$ cat src/rtl/i2c_eeprom_target.sv
module i2c_eeprom_target #(
  parameter logic [6:0] DEV_ADDR   = 7'b1010011,
  parameter int         ADDR_BYTES = 2,
  parameter int         MEM_DEPTH  = 256,
  parameter int         PAGE_SIZE  = 8
) (
  input  logic clk,
  input  logic rst_n,
  input  logic scl_i,
  input  logic sda_i,
  output logic sda_oe
);
  localparam int AW = $clog2(MEM_DEPTH);
  localparam logic [AW-1:0] PMASK = AW'(PAGE_SIZE - 1);
  localparam logic [2:0] S_IDLE = 3'd0, S_DEV = 3'd1, S_AHI = 3'd2,
                         S_ALO = 3'd3, S_WR = 3'd4, S_RD = 3'd5;

  logic [2:0] scl_q, sda_q, state;
  logic [3:0] bitcnt;
  logic [7:0] shreg, tx, addr_hi;
  logic [AW-1:0] ptr;
  logic mack;
  logic [7:0] mem [MEM_DEPTH];

  always_ff @(posedge clk or negedge rst_n)
    if (!rst_n) begin
      scl_q <= 3'b111;
      sda_q <= 3'b111;
    end else begin
      scl_q <= {scl_q[1:0], scl_i};
      sda_q <= {sda_q[1:0], sda_i};
    end

  wire scl_rise  = scl_q[1] & ~scl_q[2];
  wire scl_fall  = ~scl_q[1] & scl_q[2];
  wire start_det = scl_q[1] & scl_q[2] & sda_q[2] & ~sda_q[1];
  wire stop_det  = scl_q[1] & scl_q[2] & ~sda_q[2] & sda_q[1];
  wire dev_hit   = shreg[7:1] == DEV_ADDR;
  wire [AW-1:0] ptr_inc  = ptr + 1'b1;
  wire [AW-1:0] page_inc = (ptr & ~PMASK) | (ptr_inc & PMASK);
  wire [15:0]   new_addr = {addr_hi, shreg};
  wire [7:0]    rd_byte  = mem[ptr];

  always_ff @(posedge clk)
    if (rst_n && state == S_WR && scl_fall && bitcnt == 4'd8)
      mem[ptr] <= shreg;

  always_ff @(posedge clk or negedge rst_n)
    if (!rst_n) begin
      state   <= S_IDLE;
      bitcnt  <= '0;
      shreg   <= '0;
      tx      <= '0;
      addr_hi <= '0;
      ptr     <= '0;
      mack    <= 1'b1;
      sda_oe  <= 1'b0;
    end else if (start_det) begin
      state  <= S_DEV;
      bitcnt <= '0;
      sda_oe <= 1'b0;
    end else if (stop_det) begin
      state  <= S_IDLE;
      bitcnt <= '0;
      sda_oe <= 1'b0;
    end else if (state != S_IDLE) begin
      if (scl_rise) begin
        bitcnt <= bitcnt + 4'd1;
        if (bitcnt < 4'd8) shreg <= {shreg[6:0], sda_q[1]};
        else               mack  <= sda_q[1];
      end else if (scl_fall) begin
        if (bitcnt == 4'd8) begin
          case (state)
            S_DEV: begin
              sda_oe <= dev_hit;
              if (!dev_hit)      state <= S_IDLE;
              else if (shreg[0]) state <= S_RD;
              else               state <= (ADDR_BYTES == 2) ? S_AHI : S_ALO;
            end
            S_AHI: begin
              sda_oe  <= 1'b1;
              addr_hi <= shreg;
              state   <= S_ALO;
            end
            S_ALO: begin
              sda_oe <= 1'b1;
              ptr    <= AW'(new_addr);
              state  <= S_WR;
            end
            S_WR: begin
              sda_oe <= 1'b1;
              ptr    <= page_inc;
            end
            S_RD: begin
              sda_oe <= 1'b0;
              ptr    <= ptr_inc;
            end
            default: sda_oe <= 1'b0;
          endcase
        end else if (bitcnt == 4'd9) begin
          bitcnt <= '0;
          if (state == S_RD && !mack) begin
            tx     <= rd_byte;
            sda_oe <= ~rd_byte[7];
          end else begin
            sda_oe <= 1'b0;
            if (state == S_RD) state <= S_IDLE;
          end
        end else if (bitcnt != 4'd0 && state == S_RD) begin
          tx     <= {tx[6:0], 1'b0};
          sda_oe <= ~tx[6];
        end
      end
    end
endmodule


$ cat config.mk
export PLATFORM = sky130hd
export DESIGN_NAME = i2c_eeprom_target
export DESIGN_NICKNAME = d
export VERILOG_FILES = /design/src/rtl/i2c_eeprom_target.sv
export SDC_FILE = /design/constraint.sdc
export NUM_CORES = 2
export LEC_CHECK = 0
export BUFFER_PORTS_ARGS = -buffer_cell sky130_fd_sc_hd__buf_2
export CAP_MARGIN = 40
export CORE_ASPECT_RATIO = 0.7
export CORE_MARGIN = 3
export CORE_UTILIZATION = 41
export CTS_BUF_LIST = sky130_fd_sc_hd__clkbuf_8
export DETAILED_ROUTE_END_ITERATION = 10
export GPL_ROUTABILITY_DRIVEN = 0
export RECOVER_POWER = 50
export SYNTH_ARGS = -nofsm -noshare
export SYNTH_HDL_FRONTEND = slang
export SYNTH_SLANG_ARGS = --single-unit
$ cat constraint.sdc
create_clock -name clk -period 6.81 [get_ports clk]
set_clock_uncertainty 0.05 [all_clocks]
set_input_delay 0.681 -clock clk [delete_from_list [all_inputs] [get_ports clk]]
set_output_delay 0.681 -clock clk [all_outputs]
set_load 0.02 [all_outputs]
# == After elaboration in Yosys (flattened, before gate mapping) ==
# Memories as Yosys holds them, arrays and structs flattened.
# Cells that the tools add are included.
# W data, S select, Z words.
# totals
ram_bits,2048
rom_bits,0
output_inout_bits,1
inputBits,4
wordCells,105
reg_bits,38
memories,1
latch_bits,0
# memory_table
name,words,word_bits,rd,rd_clocked_by_memory_dff,write_ports,line,source
mem,256,8,1,0,1,23,logic [7:0] mem [MEM_DEPTH];
# classes
mul,0
shift,0
n_addsub,2
magnitude_cmp,1
div,0
reduce_logical,25
eq_ne,13
bitwise_logic,19
mux,35
# op_table
op,n
$mux W3,11
$mux W4,7
$pmux W8 S3,1
$mux W7,3
$reduce_bool A4 Y1,5
$reduce_and A7 Y1,2
$reduce_bool A3 Y1,4
$mux W1,11
$not A1 Y1,11
$reduce_and A5 Y1,2
$pmux W3 S3,1
$add A8 B1 Y8 const B,1
$eq A4 B4 Y1 const B,2
$ne A4 B4 Y1 const B,2
$or A8 B3 Y8,1
$reduce_and A4 Y1,2
$reduce_and A8 Y1,1
$and A1 B1 Y1,7
$eq A7 B7 Y1 const B,1
$eq A3 B2 Y1 const B,2
$eq A3 B3 Y1 const B,2
$ne A6 B3 Y1 const B,1
$logic_and A1 B1 Y1,5
$reduce_bool A5 Y1,1
other kinds (9),9

# == Logic depth before layout (Yosys ltp) ==
# logic_depth
ltp_word,10
ltp_mapped,13
depth_no_buf,9

# == Worst setup path after synthesis ==
# OpenSTA, ideal clock, no wires.
# synth_timing
path_type,register -> register
start,reg shreg[7]
end,reg state[0]
setup_slack_ps,2102
n_path_buf,0
t_required_ps,6665
arrival_ps,4563
setup_time_ps,95
synth_period_minus_slack_ps,4708
stages_incl_launch_ff,8
cell_sequence,dfrtp_1 -> and3_1 -> nand2_1 -> nor2_1 -> nand2_1 -> a21oi_1 -> a21oi_1 -> o31ai_1
# synth_between
elab_chain_len,9
# synth_lines
item,line,source
start: declaration,20,"logic [7:0] shreg, tx, addr_hi;"
start signal: assignment,69,"if (bitcnt < 4'd8) shreg <= {shreg[6:0], sda_q[1]};"
$eq A7 B7 Y1,38,wire dev_hit = shreg[7:1] == DEV_ADDR;
$mux W3,76,if (!dev_hit) state <= S_IDLE;
$pmux W3 S3,73,case (state)
$mux W3,72,if (bitcnt == 4'd8) begin
$mux W3,71,end else if (scl_fall) begin
$mux W3,67,if (scl_rise) begin
$mux W3,66,end else if (state != S_IDLE) begin
$mux W3,62,end else if (stop_det) begin
$mux W3,58,end else if (start_det) begin
end signal: assignment,78,else state <= (ADDR_BYTES == 2) ? S_AHI : S_ALO;
end: declaration,18,"logic [2:0] scl_q, sda_q, state;"
# Every way passes these cells. The select of a mux whose other input is x is not followed.
# A chain may end at the register's enable or synchronous reset.

# == Final worst setup path ==
# layout_timing
start,reg shreg[2]
end,"mem mem[110][2], data pin"
# layout_lines
item,line
end: declaration,23
# Straight into the memory's write port.

==> results.md <==
* Status: finished with violations
* Failing checks: capacitance limit, slew limit
* Rel. slew slack at -1.73
* Vias at 41669
* Final min period at 5.53 ns
* Final Slew Violations at 1499
* WP buf/inv at 1
* Max Cap Viol at 19
* Commonest non-fill, non-tap cell in the layout: edfxtp_1
* Hold EP: scl_q[1]
* RSZ-0062 raised after global routing: false
* Clk buf depth at 4
* Design Area, Final at 90200 µm²
* DR WL/cell at 32.8 µm
* Post-Syn Nets at 3858
* Setup-failing EPs final at 0
* Async set-reset flop share out of synthesis at 0.0182
* Dpl cell area at 85100 µm²
* Worst-path fanout max at 68
* Final period utilization at 0.812
* Clock power frac at 0.384
* DRT iter0 DRCs at 6185
* Largest net degree at the start of global routing at 170
* Synth Instances at 3843
* Synth Cell Area at 81400 µm²
* CTS H-tree depth at 5
* Setup TNS at 0 ns
* Initial antenna violation count at 12
* Avg Cell Area, Syn at 21.2 µm²
* Drt drc at 0
* Hold Path Stages at 0
* CP max stage cell: clkbuf_1
* DP HPWL at 137000 µm
* Initial DRT Pass Iterations at 8
* Peak supply drop at 0.160 mV
* Std-Cell Rows at 136
* CTS Root Buffer Type: clkbuf_8
* Power Density at 260 nW/µm²
* Slew @ Worst Pin at 4.09 ns
* Fmax at 181 MHz
* Seq pwr share at 0.606
* Core Area at 197000 µm²
* Capture point of the worst reg-to-reg path: mem[110][2]
* Fraction of layout cells with a size suffix above 1 at 0.250
* Number of synthesized flops with an enable pin at 2048
* IO Pins at 5
* Post-route ant nets at 0
* CTS tree: built
* Switching portion of total power at 0.213
* Vias per cell at 6.04
* Comb power frac at 0.010
* Levels on crit path at 1
* Sw power at 4.99 mW
* Total Power at 23.4 mW
* Setup crit end kind: register
* PortBufs at 4
* Gr ovfl total at 0
* Number of global-route vias before repair at 40970
* Synth-to-layout area growth at 10.9%
* Clock sinks at 2086
* Largest delay contributor family on the critical path: buffers and inverters
* Hold Startpoint: scl_q[0]
* Crit path DAT at 5.64 ns
* Routed WL at 226000 µm
* Worst Hold Class: register to register
* Most frequent cells in the layout: edfxtp_1 (2048), mux4_2 (533), clkbuf_8 (311)
* Cell-internal power at 18.4 mW
* Seq cells post-synth at 2086
* Critical Path RT at 6.92 ns
* R2r startpoint: shreg[2]
* CP cell instances: clkbuf_1
* # resized after CTS at 0
* Die Ht at 379 µm
* Slowest stage delay, CP at 2.67 ns
* Sequential area share after synthesis at 0.768
* Clock Pin Slew Worst Setup and Hold Paths at 0.06 ns
* Final design utilization at 0.459
* Total GRT Usage at 0.220
* Reg2reg path depth at 1
* Chip width at 538 µm
* Final hold violation count at 0
* Clock latency on the worst-skew pair at 0.94 ns
* Leak pwr at 27.7 nW
* Initial Util at 0.414
* Synthesis Warnings at 0
* R2R Setup Slk at 1.28 ns
* Min Hold Slack at 0.313 ns
* Main synth FF type: edfxtp_1
* CP Class: register to register
* Netlist cell types at 71
* First-pass GRT wire length at 319000 µm
* Die area at 204000 µm²
* Critical Path Source Type: register
* CTS Buf Count at 303
* Final net count at 4087
==> power by group through the flow <==
stage                     clock network (mW)  registers, mW  logic [mW]
after floorplan                            0           14.5      0.0177
after global placement                     0           14.4       0.239
after detailed placement                   0           14.4       0.249
after CTS                               9.14           14.2       0.248
after global routing                    9.72           14.2       0.255
final                                   8.99           14.2       0.238
==> state kept, by name, summed over array words and instances, names as in the netlist <==
register,cells
bitcnt,4
ptr,8
scl_q,3
sda_q,3
tx,7
mack,1
shreg,8
sda_oe,1
state,3
mem,2048
==> Yosys cell counts, drive strengths merged (7+ instances only) <==
cell type,instances,area share
nand4,14,0.0011
mux2,12,0.0017
dfrtp,31,0.0095
o21ai,33,0.0020
clkbuf,115,0.0053
nor4,9,0.00077
nand3,41,0.0025
o211ai,8,0.00074
a22o,15,0.0016
nand2b,11,0.00085
o22ai,26,0.0020
mux4,533,0.15
inv,10,0.00046
a2111oi,7,0.00085
a211oi,10,0.00092
buf,112,0.0091
a21oi,58,0.0036
a32oi,9,0.00097
ha,11,0.0017
nor2,302,0.014
dfstp,7,0.0023
and3,9,0.00069
nor2b,15,0.0012
nand2,135,0.0062
a22oi,70,0.0065
edfxtp,2048,0.76
nor3,20,0.0012
a31oi,11,0.00085
mux2i,89,0.011
and2,7,0.00054
==> metrics by stage <==
step                instances  worst slack, ns
finish                   6904             1.28
global placement         6344             2.00
floorplan                3843             2.10
CTS                      6891             1.99
detailed placement       6380             2.00
global route             6897            0.980
==> routing by layer <==
| layer | vias up | track usage | wire length [µm] |
|---|---|---|---|
| met2 | 2575 | 0.304 | 95900 |
| met5 | - | 0 | 34 |
| met3 | 401 | 0.0676 | 28100 |
| li1 | 16493 | - | - |
| met4 | 4 | 0.0616 | 6110 |
| met1 | 22196 | 0.336 | 96200 |
==> logic make-up after synthesis <==
family,synth area share
flip-flops,0.768
AND/OR/NAND/NOR,0.0312
XOR/XNOR,0.000108
buffers and inverters,0.0149
AO/OA/AOI/OAI,0.0242
adder cells (fa/ha/maj),0.00169
multiplexers,0.160
==> worst max path at each step <==
stage          startpoint          end  slack (ns)
4_1_cts            ptr[0]        tx[2]        1.99
6_report         shreg[2]  mem[110][2]        1.28
3_5_place_dp       ptr[0]        tx[2]        2.00
5_1_grt             rst_n   mem[56][4]        0.98
3_3_place_gp       ptr[0]        tx[2]        2.00
2_1_floorplan    shreg[7]     state[0]        2.10
==> repair_timing <==
item,in CTS,in global routing
setup buffers,0,0
hold endpoints to repair,33,0
hold buffers,3,0
==> area by class of cell <==
type                       count  area (µm²)
tap                         2622        3280
timing repair buffer         151        1440
clock inverter               197         875
fill                       16475      107000
inverter                      12        50.0
multi-input combinational   1518       17800
antenna                        7        17.5
sequential                  2086       62500
clock buffer                 311        4280
Power figures use the tool's default switching activity.
